[config.mk]
export PLATFORM = sky130hd
export DESIGN_NAME = fes_seq
export DESIGN_NICKNAME = d
export VERILOG_FILES = /design/src/rtl/fes_pkg.sv /design/src/rtl/fes_susp_timer.sv /design/src/rtl/fes_irq_gate.sv /design/src/rtl/fes_acc_chk.sv /design/src/rtl/fes_seq.sv
export SDC_FILE = /design/constraint.sdc
export NUM_CORES = 1
export LEC_CHECK = 0
export BUFFER_PORTS_ARGS = -buffer_cell sky130_fd_sc_hd__buf_2
export CAP_MARGIN = 30
export CORE_MARGIN = 2
export CORE_UTILIZATION = 50
export CTS_BUF_LIST = sky130_fd_sc_hd__clkbuf_4 sky130_fd_sc_hd__clkbuf_8
export DETAILED_ROUTE_END_ITERATION = 10
export PLACE_DENSITY = 0.69
export SLEW_MARGIN = 30
export SYNTH_ARGS = -nofsm -noshare
export SYNTH_HDL_FRONTEND = slang
export SYNTH_HIERARCHICAL = 1
export SYNTH_SLANG_ARGS = --single-unit
[constraint.sdc]
create_clock -name clk -period 2.95 [get_ports clk]
set_clock_uncertainty 0.15 [all_clocks]
set_input_delay 0.59 -clock clk [delete_from_list [all_inputs] [get_ports clk]]
set_output_delay 0.59 -clock clk [all_outputs]
set_load 0.05 [all_outputs]
[src/rtl/fes_pkg.sv]
package fes_pkg;
  typedef enum logic [1:0] {
    OP_IDLE  = 2'd0,
    OP_ERASE = 2'd1,
    OP_PROG  = 2'd2,
    OP_HALT  = 2'd3
  } op_e;
endpackage

[src/rtl/fes_susp_timer.sv]
module fes_susp_timer #(
  parameter int SUSP_DLY = 16
) (
  input  logic clk,
  input  logic rst_n,
  input  logic pend,
  output logic expired
);
  localparam int W = (SUSP_DLY > 1) ? $clog2(SUSP_DLY) : 1;
  localparam logic [W-1:0] RELOAD = W'(SUSP_DLY - 1);

  logic [W-1:0] dly_q, dly_d;

  always_comb begin
    dly_d = dly_q;
    if (!pend)
      dly_d = RELOAD;
    else if (dly_q != '0)
      dly_d = dly_q - W'(1);
  end

  always_ff @(posedge clk or negedge rst_n) begin
    if (!rst_n) dly_q <= RELOAD;
    else        dly_q <= dly_d;
  end

  assign expired = pend && (dly_q == '0);

  AST_TIMER_RELOAD: assert property (@(posedge clk) disable iff (!rst_n)
    !pend |=> (dly_q == RELOAD));
endmodule

[src/rtl/fes_irq_gate.sv]
module fes_irq_gate (
  input  logic clk,
  input  logic rst_n,
  input  logic irq_in,
  input  logic hold_mode,
  input  logic may_release,
  output logic irq_fire,
  output logic irq_held
);
  logic pend_q, pend_d, fire_q, fire_d, want;

  always_comb begin
    want   = pend_q | irq_in;
    fire_d = want & (~hold_mode | may_release);
    pend_d = want & ~fire_d;
  end

  always_ff @(posedge clk or negedge rst_n) begin
    if (!rst_n) begin
      pend_q <= 1'b0;
      fire_q <= 1'b0;
    end else begin
      pend_q <= pend_d;
      fire_q <= fire_d;
    end
  end

  assign irq_fire = fire_q;
  assign irq_held = pend_q;

  AST_IRQ_NOT_LOST: assert property (@(posedge clk) disable iff (!rst_n)
    irq_in |=> (irq_fire || irq_held));
  AST_IRQ_PASS: assert property (@(posedge clk) disable iff (!rst_n)
    (irq_in && !hold_mode) |=> irq_fire);
endmodule

[src/rtl/fes_acc_chk.sv]
module fes_acc_chk #(
  parameter int BW = 3
) (
  input  logic          clk,
  input  logic          rst_n,
  input  logic          acc_req,
  input  logic [BW-1:0] acc_blk,
  input  logic          idle,
  input  logic          halted,
  input  logic [BW-1:0] ers_blk,
  output logic          acc_ok,
  output logic          acc_err
);
  logic ok_q, ok_d, err_q, err_d, allow;

  always_comb begin
    allow = idle | (halted & (acc_blk != ers_blk));
    ok_d  = acc_req & allow;
    err_d = acc_req & ~allow;
  end

  always_ff @(posedge clk or negedge rst_n) begin
    if (!rst_n) begin
      ok_q  <= 1'b0;
      err_q <= 1'b0;
    end else begin
      ok_q  <= ok_d;
      err_q <= err_d;
    end
  end

  assign acc_ok  = ok_q;
  assign acc_err = err_q;

  AST_ACC_EXCLUSIVE: assert property (@(posedge clk) disable iff (!rst_n)
    $onehot0({acc_ok, acc_err}));
  AST_ACC_ANSWERED: assert property (@(posedge clk) disable iff (!rst_n)
    acc_req |=> (acc_ok || acc_err));
endmodule

[src/rtl/fes_seq.sv]
module fes_seq #(
  parameter int NBLK      = 8,
  parameter int ERASE_CYC = 1000,
  parameter int PROG_CYC  = 64,
  parameter int SUSP_DLY  = 16,
  localparam int BW       = (NBLK > 1) ? $clog2(NBLK) : 1
) (
  input  logic          clk,
  input  logic          rst_n,
  input  logic          hold_mode,
  input  logic          cmd_erase,
  input  logic          cmd_prog,
  input  logic [BW-1:0] cmd_blk,
  input  logic          ctl_wr,
  input  logic          ctl_susp,
  input  logic          ctl_auto,
  input  logic          irq_in,
  input  logic          acc_req,
  input  logic [BW-1:0] acc_blk,
  output logic          busy,
  output logic          suspended,
  output logic          susp_pend,
  output logic          stat_susp,
  output logic          stat_auto,
  output logic          op_done,
  output logic          irq_fire,
  output logic          acc_ok,
  output logic          acc_err
);
  import fes_pkg::*;

  localparam int MAXC = (ERASE_CYC > PROG_CYC) ? ERASE_CYC : PROG_CYC;
  localparam int CW   = $clog2(MAXC + 1);

  // reset: asserted asynchronously, released on a clock edge
  logic [1:0] rs_q;
  logic       rst_s;
  always_ff @(posedge clk or negedge rst_n) begin
    if (!rst_n) rs_q <= 2'b00;
    else        rs_q <= {rs_q[0], 1'b1};
  end
  assign rst_s = rs_q[1];

  op_e           st_q, st_d;
  logic [CW-1:0] cnt_q, cnt_d;
  logic          req_q, req_d, auto_q, auto_d, done_q, done_d;
  logic [BW-1:0] blk_q, blk_d;
  logic          erasing, halted, pend, dly_exp, auto_hit, irq_held;

  assign erasing  = (st_q == OP_ERASE);
  assign halted   = (st_q == OP_HALT);
  assign pend     = erasing & req_q;
  assign auto_hit = irq_in & auto_q & erasing;

  fes_susp_timer #(.SUSP_DLY(SUSP_DLY)) u_timer (
    .clk(clk), .rst_n(rst_s), .pend(pend), .expired(dly_exp)
  );

  always_comb begin
    st_d   = st_q;
    cnt_d  = cnt_q;
    req_d  = req_q;
    auto_d = auto_q;
    blk_d  = blk_q;
    done_d = 1'b0;
    if (ctl_wr) auto_d = ctl_auto;
    if (erasing || halted) begin
      if (ctl_wr)        req_d = ctl_susp;
      else if (auto_hit) req_d = 1'b1;
    end
    unique case (st_q)
      OP_IDLE: begin
        if (cmd_erase) begin
          st_d  = OP_ERASE;
          cnt_d = CW'(ERASE_CYC - 1);
          blk_d = cmd_blk;
        end else if (cmd_prog) begin
          st_d  = OP_PROG;
          cnt_d = CW'(PROG_CYC - 1);
        end
      end
      OP_ERASE: begin
        if (cnt_q == '0) begin
          st_d   = OP_IDLE;
          done_d = 1'b1;
          req_d  = 1'b0;
        end else begin
          cnt_d = cnt_q - CW'(1);
          if (dly_exp && req_d) st_d = OP_HALT;
        end
      end
      OP_PROG: begin
        if (cnt_q == '0) begin
          st_d   = OP_IDLE;
          done_d = 1'b1;
        end else begin
          cnt_d = cnt_q - CW'(1);
        end
      end
      OP_HALT: begin
        if (!req_d) st_d = OP_ERASE;
      end
      default: st_d = OP_IDLE;
    endcase
  end

  always_ff @(posedge clk or negedge rst_s) begin
    if (!rst_s) begin
      st_q   <= OP_IDLE;
      cnt_q  <= '0;
      req_q  <= 1'b0;
      auto_q <= 1'b0;
      blk_q  <= '0;
      done_q <= 1'b0;
    end else begin
      st_q   <= st_d;
      cnt_q  <= cnt_d;
      req_q  <= req_d;
      auto_q <= auto_d;
      blk_q  <= blk_d;
      done_q <= done_d;
    end
  end

  fes_irq_gate u_irq (
    .clk(clk), .rst_n(rst_s), .irq_in(irq_in), .hold_mode(hold_mode),
    .may_release((st_q == OP_IDLE) | halted),
    .irq_fire(irq_fire), .irq_held(irq_held)
  );

  fes_acc_chk #(.BW(BW)) u_acc (
    .clk(clk), .rst_n(rst_s), .acc_req(acc_req), .acc_blk(acc_blk),
    .idle(st_q == OP_IDLE), .halted(halted), .ers_blk(blk_q),
    .acc_ok(acc_ok), .acc_err(acc_err)
  );

  assign busy      = erasing | (st_q == OP_PROG);
  assign suspended = halted;
  assign susp_pend = pend;
  assign stat_susp = req_q;
  assign stat_auto = auto_q;
  assign op_done   = done_q;

  AST_DONE_AFTER_BUSY: assert property (@(posedge clk) disable iff (!rst_s)
    op_done |-> $past(busy));
  AST_HALT_AFTER_DELAY: assert property (@(posedge clk) disable iff (!rst_s)
    $rose(suspended) |-> $past(susp_pend));
  AST_AUTO_SETS_REQ: assert property (@(posedge clk) disable iff (!rst_s)
    (irq_in && auto_q && erasing && !ctl_wr && cnt_q != '0) |=> stat_susp);
  AST_FROZEN_COUNT: assert property (@(posedge clk) disable iff (!rst_s)
    (suspended && $past(suspended)) |-> $stable(cnt_q));
  AST_PROG_NO_SUSP: assert property (@(posedge clk) disable iff (!rst_s)
    (st_q == OP_PROG) |-> (!req_q && !suspended));
  AST_HOLD_RELEASE: assert property (@(posedge clk) disable iff (!rst_s)
    (irq_fire && $past(hold_mode)) |-> $past(!busy));
  AST_ACC_NO_EFFECT: assert property (@(posedge clk) disable iff (!rst_s)
    (acc_req && !cmd_erase && !cmd_prog && !ctl_wr && !irq_in && st_q == OP_HALT)
      |=> (st_q == OP_HALT));
endmodule

# After elaboration in Yosys (flattened, before gate mapping)
# Cells that the tools add are included.
# Widths: inputs -> output; s select.
[word_totals]
elab_cells = 72
output_inout_bits = 9
input_bits = 16
reg_bits = 28
[op_classes]
n_bitwise = 16
n_eq_ne = 10
n_addsub = 2
n_mux = 20
n_reduce_logical = 12
[op_table]
columns = ["op", "count"]
rows = [
  ["$mux 10", 3],
  ["$pmux 10 s2", 1],
  ["$mux 2", 6],
  ["$logic_not 10->1", 1],
  ["$sub 10x1->10 const B", 1],
  ["$and 1x1->1", 8],
  ["$mux 4", 2],
  ["$ne 2x2->1 const B", 4],
  ["$pmux 2 s4", 1],
  ["$mux 1", 7],
  ["$or 1x1->1", 5],
  ["$eq 2x2->1 const B", 2],
  ["$logic_not 4->1", 1],
  ["$reduce_and 4->1", 1],
  ["$reduce_bool 4->1", 1],
  ["$sub 4x1->4 const B", 1],
  ["$ne 3x1->1 const B", 1],
  ["$ne 3x3->1", 1],
  ["$ne 3x3->1 const B", 1],
  ["$not 1->1", 3],
  ["$reduce_and 3->1", 1],
  ["$eq 2x1->1 const B", 1],
  ["$logic_and 1x1->1", 2],
  ["$logic_not 2->1", 1],
  ["other kinds (4)", 4],
]

# Depth between registers and ports, before layout
# Gate-level depths: netlist of run 1.
[depth]
ltp_word = 9
mapped_depth = 8
mapped_depth_nobuf = 7

# Hierarchy
# The synthesis of run 1 kept the hierarchy.
[by_module_without_submodules]
columns = ["module", "cells_per_inst", "instances", "area_each_um2", "seq_area_each_um2"]
rows = [
  ["fes_seq", 115, 1, 1126.1, 500.5],
  ["fes_susp_timer", 24, 1, 256.5, 105.1],
  ["fes_acc_chk", 11, 1, 117.6, 50.0],
  ["fes_irq_gate", 6, 1, 75.1, 50.0],
]

# Worst setup path after synthesis of run 1
# Ideal clock, no wire load.
[synth_timing]
path_type = "register to register"
start = "reg st_q[0]"
end = "reg cnt_q[7]"
period_less_slack_ns = 2.318
required_ns = 2.674
stages_incl_launch_ff = 7
n_path_buf = 0
setup_time_ns = 0.126
t_arrival_ns = 2.041
path_slack_ns = 0.632
cell_sequence = "dfrtp_1 -> inv_1 -> ha_1 -> inv_1 -> o31ai_2 -> o21ai_1 -> a221o_2"
[synth_between]
elab_chain_len = 4
elab_cells_between_ends = 9
classes_between = "4 x eq/ne; 1 x mux; 4 x reduce/logical"
[synth_lines]
columns = ["item", "line", "source"]
rows = [
  ["start: declaration", "fes_seq.sv:44", "op_e st_q, st_d;"],
  ["start signal: assignment", "fes_seq.sv:116", "st_q <= st_d;"],
  ["$eq 2x1->1 / $eq 2x2->1 (equally long branches)", "fes_seq.sv:71", "unique case (st_q)"],
  ["$reduce_or 2->1 (no source line)", "--", ""],
  ["$ne 2x2->1 (no source line) / $reduce_bool 2->1 (equally long branches)", "--", ""],
  ["$reduce_and 3->1 (no source line)", "--", ""],
  ["end signal: assignment", "fes_seq.sv:117", "cnt_q <= cnt_d;"],
  ["end: declaration", "fes_seq.sv:45", "logic [CW-1:0] cnt_q, cnt_d;"],
]
# Several ways; a longest one is shown, not always the timed one.
# A chain may end at the register's enable or synchronous reset.

# Final worst setup path of run 1
[layout_timing]
start = "reg st_q[1]"
end = "out susp_pend"
[layout_between]
elab_chain_len = 2
[layout_lines]
columns = ["item", "line", "source"]
rows = [
  ["$eq 2x1->1", "fes_seq.sv:50", "assign erasing = (st_q == OP_ERASE);"],
  ["$and 1x1->1", "fes_seq.sv:52", "assign pend = erasing & req_q;"],
  ["end: declaration", "fes_seq.sv:22", "output logic susp_pend,"],
]
# Every way passes these cells.

==> results of run 1 <==
layer usage:
layer  GRT usage [%]  share of wire, %
met4            6.67               1.5
met3            1.95               3.1
met1            26.1                44
met5               0                 0
met2            34.5                51
cell usage after synthesis (all sizes together) (2+ instances only):
| master | instances |
|---|---|
| nand3 | 2 |
| a221o | 2 |
| nor3b | 4 |
| nor3 | 6 |
| nand2b | 6 |
| o21ai | 8 |
| o22a | 2 |
| nor2b | 3 |
| dfstp | 4 |
| a31oi | 3 |
| inv | 12 |
| nor2 | 8 |
| o21bai | 2 |
| mux2i | 2 |
| mux2 | 9 |
| o31ai | 2 |
| a21oi | 10 |
| a41oi | 2 |
| and2 | 2 |
| nand2 | 12 |
| or2 | 2 |
| dfrtp | 24 |
| ha | 7 |
| and3 | 3 |
| xnor2 | 3 |
what timing repair did:
action                                  4_1_cts  5_1_grt
endpoints found under the setup margin        0        0
hold buffers                                  1        0
endpoints found under the hold margin         2        0
registers in the layout, summed over array words and instances, names as in the netlist:
signal,count
cnt_q,10
u_timer/dly_q,4
blk_q,3
rs_q,2
st_q,2
op_done,1
stat_auto,1
stat_susp,1
u_acc/acc_err,1
u_acc/acc_ok,1
u_irq/irq_fire,1
u_irq/irq_held,1
kinds of logic (layout without fill, tap and decap cells):
family                   count (synthesis)  in the layout  share of synthesized area, %
AO/OA/AOI/OAI                           39             39                          17.2
XOR/XNOR                                 3              3                          1.67
adder cells (fa/ha/maj)                  7              7                          5.56
buffers and inverters                   14             44                          3.57
flip-flops                              28             28                          44.8
multiplexers                            11             11                          7.70
other                                    1              1                         0.238
AND/OR/NAND/NOR                         53             53                          19.3
metrics by stage:
step                cell area, um2  instances  hold slack, ns  worst slack, ns  power, mW
global route                  1800        230           0.182            0.418       2.09
floorplan                     1580        156           0.144            0.632       1.51
detailed placement            1760        225           0.135            0.642       1.77
finish                        1800        230           0.120            0.525       1.93
global placement              1760        225           0.194            0.668       1.73
CTS                           1800        230           0.146            0.494       1.95
critical path, cell delays in order (launching register included):
cell	delay (ns)
dfrtp_1	0.44
inv_1	0.09
ha_1	0.21
and2_1	0.30
buf_2	0.32
power by group:
part / switching [mW] / internal (mW)
registers: 0.133 / 0.533
logic: 0.667 / 0.429
clock network: 0.110 / 0.0623
total: 0.910 / 1.02
cell type report:
class                           instances  area (um2)  area share, %
Tap cell                               44        55.1           3.05
Multi-Input combinational cell        114         813           45.1
Clock buffer                            4        30.0           1.67
Inverter                               12        45.0           2.50
Sequential cell                        28         707           39.2
Timing Repair Buffer                   28         153           8.47
worst min path at each step:
stage                           end  slack [ns]
6_report       blk_q[2]$_DFFE_PN0P_        0.12
5_1_grt        blk_q[2]$_DFFE_PN0P_        0.18
4_1_cts        blk_q[0]$_DFFE_PN0P_        0.15
3_5_place_dp   blk_q[2]$_DFFE_PN0P_        0.14
3_3_place_gp      rs_q[1]$_DFF_PN0_        0.19
2_1_floorplan     rs_q[0]$_DFF_PN0_        0.14
==> impl_metrics.csv, run 1 <==
group,metric,value,unit
floorplanning,fp.dieH,60.1,um
place,numPortBuffers,24,
clock_network,clk_path_buf_depth,2,
floorplanning,rows,20,
clock_network,postCtsSetupBuffers,0,
floorplanning,die_area,0.00362,mm2
critical_path,cp-end-kind,"output pin",
synthesis,yosys_warnings,6,
synthesis,synth_edf_count,0,
timing,fmax,412,MHz
critical_path,startpoint_type,"flop",
final_layout,drive_gt1_share,29.6,%
final_layout,area_growth,14.5,%
flow_run,cap_viol_max_count,0,
min_path,min_path_type,"flop to asynchronous set/reset pin",
grt,grt_first_pass_wirelength,5440,um
critical_path,crit_start,"st_q[1]$_DFFE_PN0P_",
critical_path,r2r-end,"st_q[0]$_DFFE_PN0P_",
critical_path,reg2reg_from,"cnt_q[0]$_DFFE_PN0P_",
critical_path,worstRegToRegCells,7,
place,dp_hpwl,2400,um
synthesis,yosys-top-cells-area,"dfrtp_1 38%, dfstp_2 6.7%, mux2_2 6.4%",
clock_network,clk_latency,0.34,ns
clock_network,cts_htree_levels,1,
timing,relSlewSlack,62.7,%
route,first_pass_iters,4,
floorplanning,die_w,60.1,um
synthesis,ys_ff_latch,28,
critical_path,cp_max_fo,9,
synthesis,netlist_area,0.00158,mm2
timing,hold_viol_final,0,
floorplanning,core_area,0.00303,mm2
clock_network,cts.clk_slew.worst_paths,0.15,ns
grt,grt_usage,20.0,%
power_and_ir_drop,ir_drop,0.619,mV
final_layout,fin_util,59.5,%
place,place.gp.congestion,0.856,
synthesis,yosysTopAreaCell,"dfrtp_1",
final_layout,fillers,287,
power_and_ir_drop,powerDensity,1070,mW/mm2
synthesis,ys_types,47,
clock_network,cts_made_buffers,3,
timing,slew_viol_final,0,
timing,fin_crit_sh,82.2,%
grt,grt_pass1_vias,1234,
final_layout,nNetsFinal,210,
grt,grt_max_degree,27,
timing,rsz0062_at_grt,"false",
final_layout,layout_commonest_cell,"buf_2",
synthesis,synth_top_area_share,38.1,%
route,routedWlPerCell,13.3,um
timing,worst_pin_slew,0.559,ns
floorplanning,io_pins,25,
route,via_per_inst,5.54,
route,totalWireLength,3060,um
route,drc,0,
synthesis,syn_avg_cell_area,10.1,um2
timing,min_period,2.43,ns
grt,grt.overflow.total,0,
clock_network,cts_tree,"built",
grt,antenna_found_initial,0,
synthesis,synthFlopType,"dfrtp_1",
outcome,status,"completed",
critical_path,crit_type,"flop to output pin",
clock_network,ctsResizeCount,0,
route,initialDrtViolationCount,26,
synthesis,async_reset_ff_share,100,%
route,antenna_left,0,
clock_network,cts-root-buf,"clkbuf_4",
synthesis,syn_nets,179,
critical_path,crit_required,2.21,ns
timing,setup_viol,0,
clock_network,clock-sinks,28,
synthesis,yosysSeqAreaShare,44.8,%
critical_path,critPathCapture,"susp_pend",
critical_path,r2r_setup_slack,0.65,ns
synthesis,syn_inst,156,
final_layout,antenna_cells,0,
floorplanning,initial_utilization,52.0,%
route,vias,1275,
critical_path,arrival,1.69,ns
final_layout,layout_common_cells,"24 x buf_2, 23 x dfrtp_1, 12 x inv_1, 12 x nand2_1, 10 x a21oi_1",
power_and_ir_drop,leakagePower,0.831,nW
timing,tns,0,ns
Note: power is estimated with default switching activity, not from simulation.
==> run 2, diff against run 1 <==
==> constraint.sdc (replaced) <==
create_clock -name clk -period 2.3 [get_ports clk]
set_clock_uncertainty 0.15 [all_clocks]
set_input_delay 0.46 -clock clk [delete_from_list [all_inputs] [get_ports clk]]
set_output_delay 0.46 -clock clk [all_outputs]
set_load 0.05 [all_outputs]
==> impl_metrics.csv, run 2 (synthesized netlist as in run 1, its figures left out) <==
group,metric,value,unit
route,wl_met3,96,um
power_and_ir_drop,combPwrFrac,59.3,%
grt,antenna_found_initial,0,
clock_network,cts_made_buffers,3,
clock_network,clk_latency,0.33,ns
final_layout,largest_registers,"cnt_q x10, u_timer/dly_q x4, blk_q x3",
place,dp_hpwl,2480,um
clock_network,cts_htree_levels,1,
critical_path,cp-end-kind,"flop",
route,wl_met2,1660,um
route,drc,0,
route,routedWlPerCell,13.7,um
route,vias,1279,
power_and_ir_drop,seqPwrFrac,31.5,%
timing,hold_viol_final,0,
clock_network,cts_tree,"built",
timing,rsz0062_at_grt,"true",
route,antenna_left,0,
clock_network,postCtsSetupBuffers,0,
route,wl_met1,1450,um
min_path,min_path_type,"flop to asynchronous set/reset pin",
final_layout,area_growth,19.7,%
flow_run,cap_viol_max_count,0,
grt,grt_usage,20.1,%
timing,setup_viol,0,
critical_path,r2r_setup_slack,0.08,ns
clock_network,clk_path_buf_depth,2,
final_layout,layout.cells.non_filler,237,
critical_path,reg2reg_from,"st_q[0]$_DFFE_PN0P_",
critical_path,worstRegToRegCells,7,
floorplanning,rows,20,
place,numPlacedInstances,232,
final_layout,antenna_cells,0,
grt,grt_max_degree,27,
critical_path,startpoint_type,"flop",
final_layout,nNetsFinal,217,
timing,setup_ws,0.0768,ns
final_layout,post-route-cell-area,0.00189,mm2
clock_network,cts-root-buf,"clkbuf_4",
final_layout,layout_commonest_cell,"dfrtp_1",
place,numPortBuffers,24,
grt,grt_first_pass_wirelength,5430,um
power_and_ir_drop,switching_share,45.8,%
floorplanning,die_area,0.00362,mm2
floorplanning,die_w,60.1,um
timing,slew_viol_final,0,
critical_path,cp_max_fo,9,
outcome,status,"completed",
power_and_ir_drop,leakagePower,0.874,nW
critical_path,arrival,2.31,ns
timing,min_period,2.22,ns
final_layout,largest_register_ffs,10,
route,totalWireLength,3240,um
power_and_ir_drop,powerDensity,1410,mW/mm2
clock_network,cts.clk_slew.worst_paths,0.15,ns
critical_path,critPathCapture,"cnt_q[7]$_DFFE_PN0P_",
critical_path,crit_required,2.39,ns
power_and_ir_drop,ir_drop,1.04,mV
place,pre_cts_ws,0.0165,ns
clock_network,clock-sinks,28,
power_and_ir_drop,power_frac_clock,9.2,%
power_and_ir_drop,p_int,1.44,mW
critical_path,crit_start,"st_q[0]$_DFFE_PN0P_",
timing,tns,0,ns
final_layout,top_register,"cnt_q",
floorplanning,io_pins,25,
floorplanning,fp.dieH,60.1,um
route,first_pass_iters,4,
route,dr.max_layer_used,"met4",
floorplanning,core_area,0.00303,mm2
grt,grt_pass1_vias,1314,
final_layout,layout_common_cells,"24 x dfrtp_1, 22 x buf_2, 12 x inv_1, 12 x nand2_1, 12 x buf_4",
timing,fmax,450,MHz
critical_path,r2r-end,"cnt_q[7]$_DFFE_PN0P_",
place,placed_cell_area,0.00182,mm2
route,via_per_inst,5.40,
place,place.gp.congestion,0.920,
power_and_ir_drop,p_switching,1.22,mW
critical_path,crit_type,"flop to flop",
final_layout,drive_gt1_share,33.7,%
grt,grt.overflow.total,0,
route,initialDrtViolationCount,36,
floorplanning,initial_utilization,52.0,%
timing,fin_crit_sh,96.7,%
==> run 2: metal layers <==
metal | up-vias | track usage, %
met4 | 0 | 5.40
li1 | 629 | -
met1 | 615 | 23.9
met2 | 31 | 37.0
met5 | - | 0
met3 | 4 | 3.25
==> run 2: power by group through the flow <==
stage	Sequential, mW	Clock, mW	Combinational, mW
2_1_floorplan	0.937	0	1.02
3_3_place_gp	0.835	0	1.47
3_5_place_dp	0.844	0	1.52
4_1_cts	0.833	0.250	1.53
5_1_grt	0.854	0.263	1.73
6_report	0.836	0.245	1.57
==> run 2: final cells by class <==
cell class	instances	area (um2)
timing repair buffer	35	210
inverter	12	45.0
sequential	28	706
multi-input combinational	114	833
fill	269	1140
tap	44	55.1
clock buffer	4	36.3
==> run 2: stage by stage <==
step | total power, mW | util, % | hold slack [ns]
6_report | 2.65 | 62.3 | 0.0883
5_1_grt | 2.85 | 62.3 | 0.135
4_1_cts | 2.61 | 61.6 | 0.0976
3_5_place_dp | 2.36 | 60.0 | 0.0897
3_3_place_gp | 2.31 | 60.0 | 0.0869
2_1_floorplan | 1.95 | - | 0.0144
==> run 2: worst min path at each step <==
stage / startpoint / to / slack, ns / depth (start not counted)
detailed placement: rs_q[1]$_DFF_PN0_ / cnt_q[0]$_DFFE_PN0P_ / 0.09 / 1
global route: rs_q[1]$_DFF_PN0_ / cnt_q[9]$_DFFE_PN0P_ / 0.13 / 1
floorplan: rst_n / rs_q[0]$_DFF_PN0_ / 0.01 / 0
global placement: rs_q[1]$_DFF_PN0_ / cnt_q[0]$_DFFE_PN0P_ / 0.09 / 1
CTS: rs_q[1]$_DFF_PN0_ / blk_q[0]$_DFFE_PN0P_ / 0.1 / 1
finish: rs_q[1]$_DFF_PN0_ / cnt_q[0]$_DFFE_PN0P_ / 0.09 / 1
==> run 2: critical path, stage by stage (launching register included) <==
cell,delay (ns)
dfrtp_1,0.44
inv_1,0.10
ha_2,0.17
or3b_2,0.50
o21a_2,0.19
o31ai_4,0.11
o21ai_1,0.12
a221o_2,0.34
==> run 2: timing repair <==
action,in CTS,in global routing
hold buffers,1,0
endpoints found under the setup margin,1,9
resized for setup,1,7
hold endpoints to repair,2,0
==> run 3, diff against run 2 <==
--- a/config.mk
+++ b/config.mk
@@ -7,6 +7,7 @@
 export LEC_CHECK = 0
 export BUFFER_PORTS_ARGS = -buffer_cell sky130_fd_sc_hd__buf_2
 export CAP_MARGIN = 30
+export CORE_ASPECT_RATIO = 0.5
 export CORE_MARGIN = 2
 export CORE_UTILIZATION = 50
 export CTS_BUF_LIST = sky130_fd_sc_hd__clkbuf_4 sky130_fd_sc_hd__clkbuf_8
==> impl_metrics.csv, run 3 (synthesized netlist as in run 1, its figures left out) <==
group,metric,value,unit
clock_network,clk_latency,0.28,ns
final_layout,nNetsFinal,225,
clock_network,clk_path_buf_depth,2,
route,antenna_left,0,
place,place.gp.congestion,0.796,
final_layout,layout_common_cells,"24 x dfrtp_1, 23 x buf_2, 18 x buf_4, 12 x nand2_1, 11 x inv_1",
critical_path,arrival,1.63,ns
final_layout,largest_register_ffs,10,
critical_path,startpoint_type,"flop",
route,initialDrtViolationCount,64,
route,totalWireLength,3340,um
final_layout,largest_registers,"cnt_q x10, u_timer/dly_q x4, blk_q x3",
power_and_ir_drop,ir_drop,0.700,mV
timing,tns,0,ns
power_and_ir_drop,totalPowerFinal,2.91,mW
final_layout,top_register,"cnt_q",
floorplanning,io_pins,25,
flow_run,cap_viol_max_count,0,
clock_network,cts_tree,"built",
timing,fmax,447,MHz
grt,grt_first_pass_wirelength,5920,um
final_layout,drive_gt1_share,36.3,%
timing,hold_viol_final,0,
final_layout,fillers,256,
place,numPortBuffers,24,
route,via_per_inst,5.43,
grt,antenna_found_initial,0,
route,drc,0,
route,vias,1309,
floorplanning,die_w,83.4,um
final_layout,layout_commonest_cell,"dfrtp_1",
critical_path,cp-end-kind,"output pin",
clock_network,clock-sinks,28,
route,routedWlPerCell,13.9,um
timing,min_period,2.24,ns
final_layout,fin_util,65.7,%
power_and_ir_drop,powerDensity,1480,mW/mm2
critical_path,crit_required,1.69,ns
power_and_ir_drop,leakagePower,0.923,nW
clock_network,cts_htree_levels,1,
timing,fin_crit_sh,97.2,%
final_layout,antenna_cells,0,
floorplanning,rows,14,
min_path,min_path_type,"flop to asynchronous set/reset pin",
grt,grt_pass1_vias,1345,
floorplanning,die_area,0.00364,mm2
floorplanning,initial_utilization,52.6,%
timing,setup_viol,0,
clock_network,cts-root-buf,"clkbuf_8",
floorplanning,core_area,0.00300,mm2
clock_network,cts_made_buffers,3,
place,dp_hpwl,2450,um
critical_path,cp_max_fo,8,
outcome,status,"completed",
clock_network,cts.clk_slew.worst_paths,0.10,ns
route,first_pass_iters,4,
grt,grt_max_degree,27,
timing,slew_viol_final,0,
grt,grt.overflow.total,0,
critical_path,crit_type,"flop to output pin",
final_layout,area_growth,24.9,%
floorplanning,fp.dieH,43.7,um
grt,grt_usage,20.5,%
timing,fin_hold_ws,0.0816,ns
## run 3: worst paths after layout
kind                                     start                        to  slack (ns)  cells past startpoint
max reg2reg                st_q[0]$_DFFE_PN0P_      cnt_q[7]$_DFFE_PN0P_        0.10                      8
min reg2reg                  rs_q[1]$_DFF_PN0_      cnt_q[5]$_DFFE_PN0P_        0.08                      1
min                          rs_q[1]$_DFF_PN0_      cnt_q[5]$_DFFE_PN0P_        0.08                      1
max in group asynchronous                rst_n         rs_q[1]$_DFF_PN0_        1.58                      2
max                        st_q[0]$_DFFE_PN0P_                 susp_pend        0.06                      5
min in group clk                     hold_mode  u_irq/irq_fire$_DFF_PN0_        0.20                      2
## run 3: critical path: stages, from the launching register on
cell     delay [ns]
dfrtp_1        0.42
buf_4          0.15
ha_1           0.23
and2_2         0.19
buf_4          0.16
buf_4          0.19
## run 3: layout make-up
cell class,count,area [um2],area share (%)
clock buffer,3,41.3,2.10
clock inverter,1,30.0,1.53
inverter,12,45.0,2.29
multi-input combinational,114,823,41.9
sequential,28,706,35.9
tap,40,50.0,2.54
timing repair buffer,43,272,13.8
## run 3: what timing repair did
action                     in CTS  in global routing
hold endpoints to repair        2                  0
hold buffers                    1                  0
gates resized for setup         0                  4
setup buffers                   0                  2
setup endpoints to repair       0                  5
## run 3: routing by layer
metal / track usage [%] / wire length, um / vias up
met1: 24.7 / 1520 / 641
met4: 3.61 / 8 / 0
met2: 38.5 / 1710 / 18
met3: 5.33 / 103 / 3
met5: 0 / 0 / -
li1: - / - / 647
## run 3: stage by stage
| stage | cell area [um2] | instances | setup slack (ns) |
|---|---|---|---|
| after floorplan | 1580 | 156 | 0.152 |
| after global placement | 1850 | 233 | 0.119 |
| after detailed placement | 1850 | 233 | 0.0850 |
| after CTS | 1930 | 238 | 0.0525 |
| after global routing | 1970 | 241 | -0.00779 |
| final | 1970 | 241 | 0.0648 |
## run 3: power by group
group / internal, mW / leakage (nW) / total (mW) / switching, mW
clock: 0.233 / 0.0357 / 0.397 / 0.164
sequential: 0.685 / 0.323 / 0.836 / 0.151
combinational: 0.743 / 0.565 / 1.67 / 0.931
total: 1.66 / 0.923 / 2.91 / 1.25
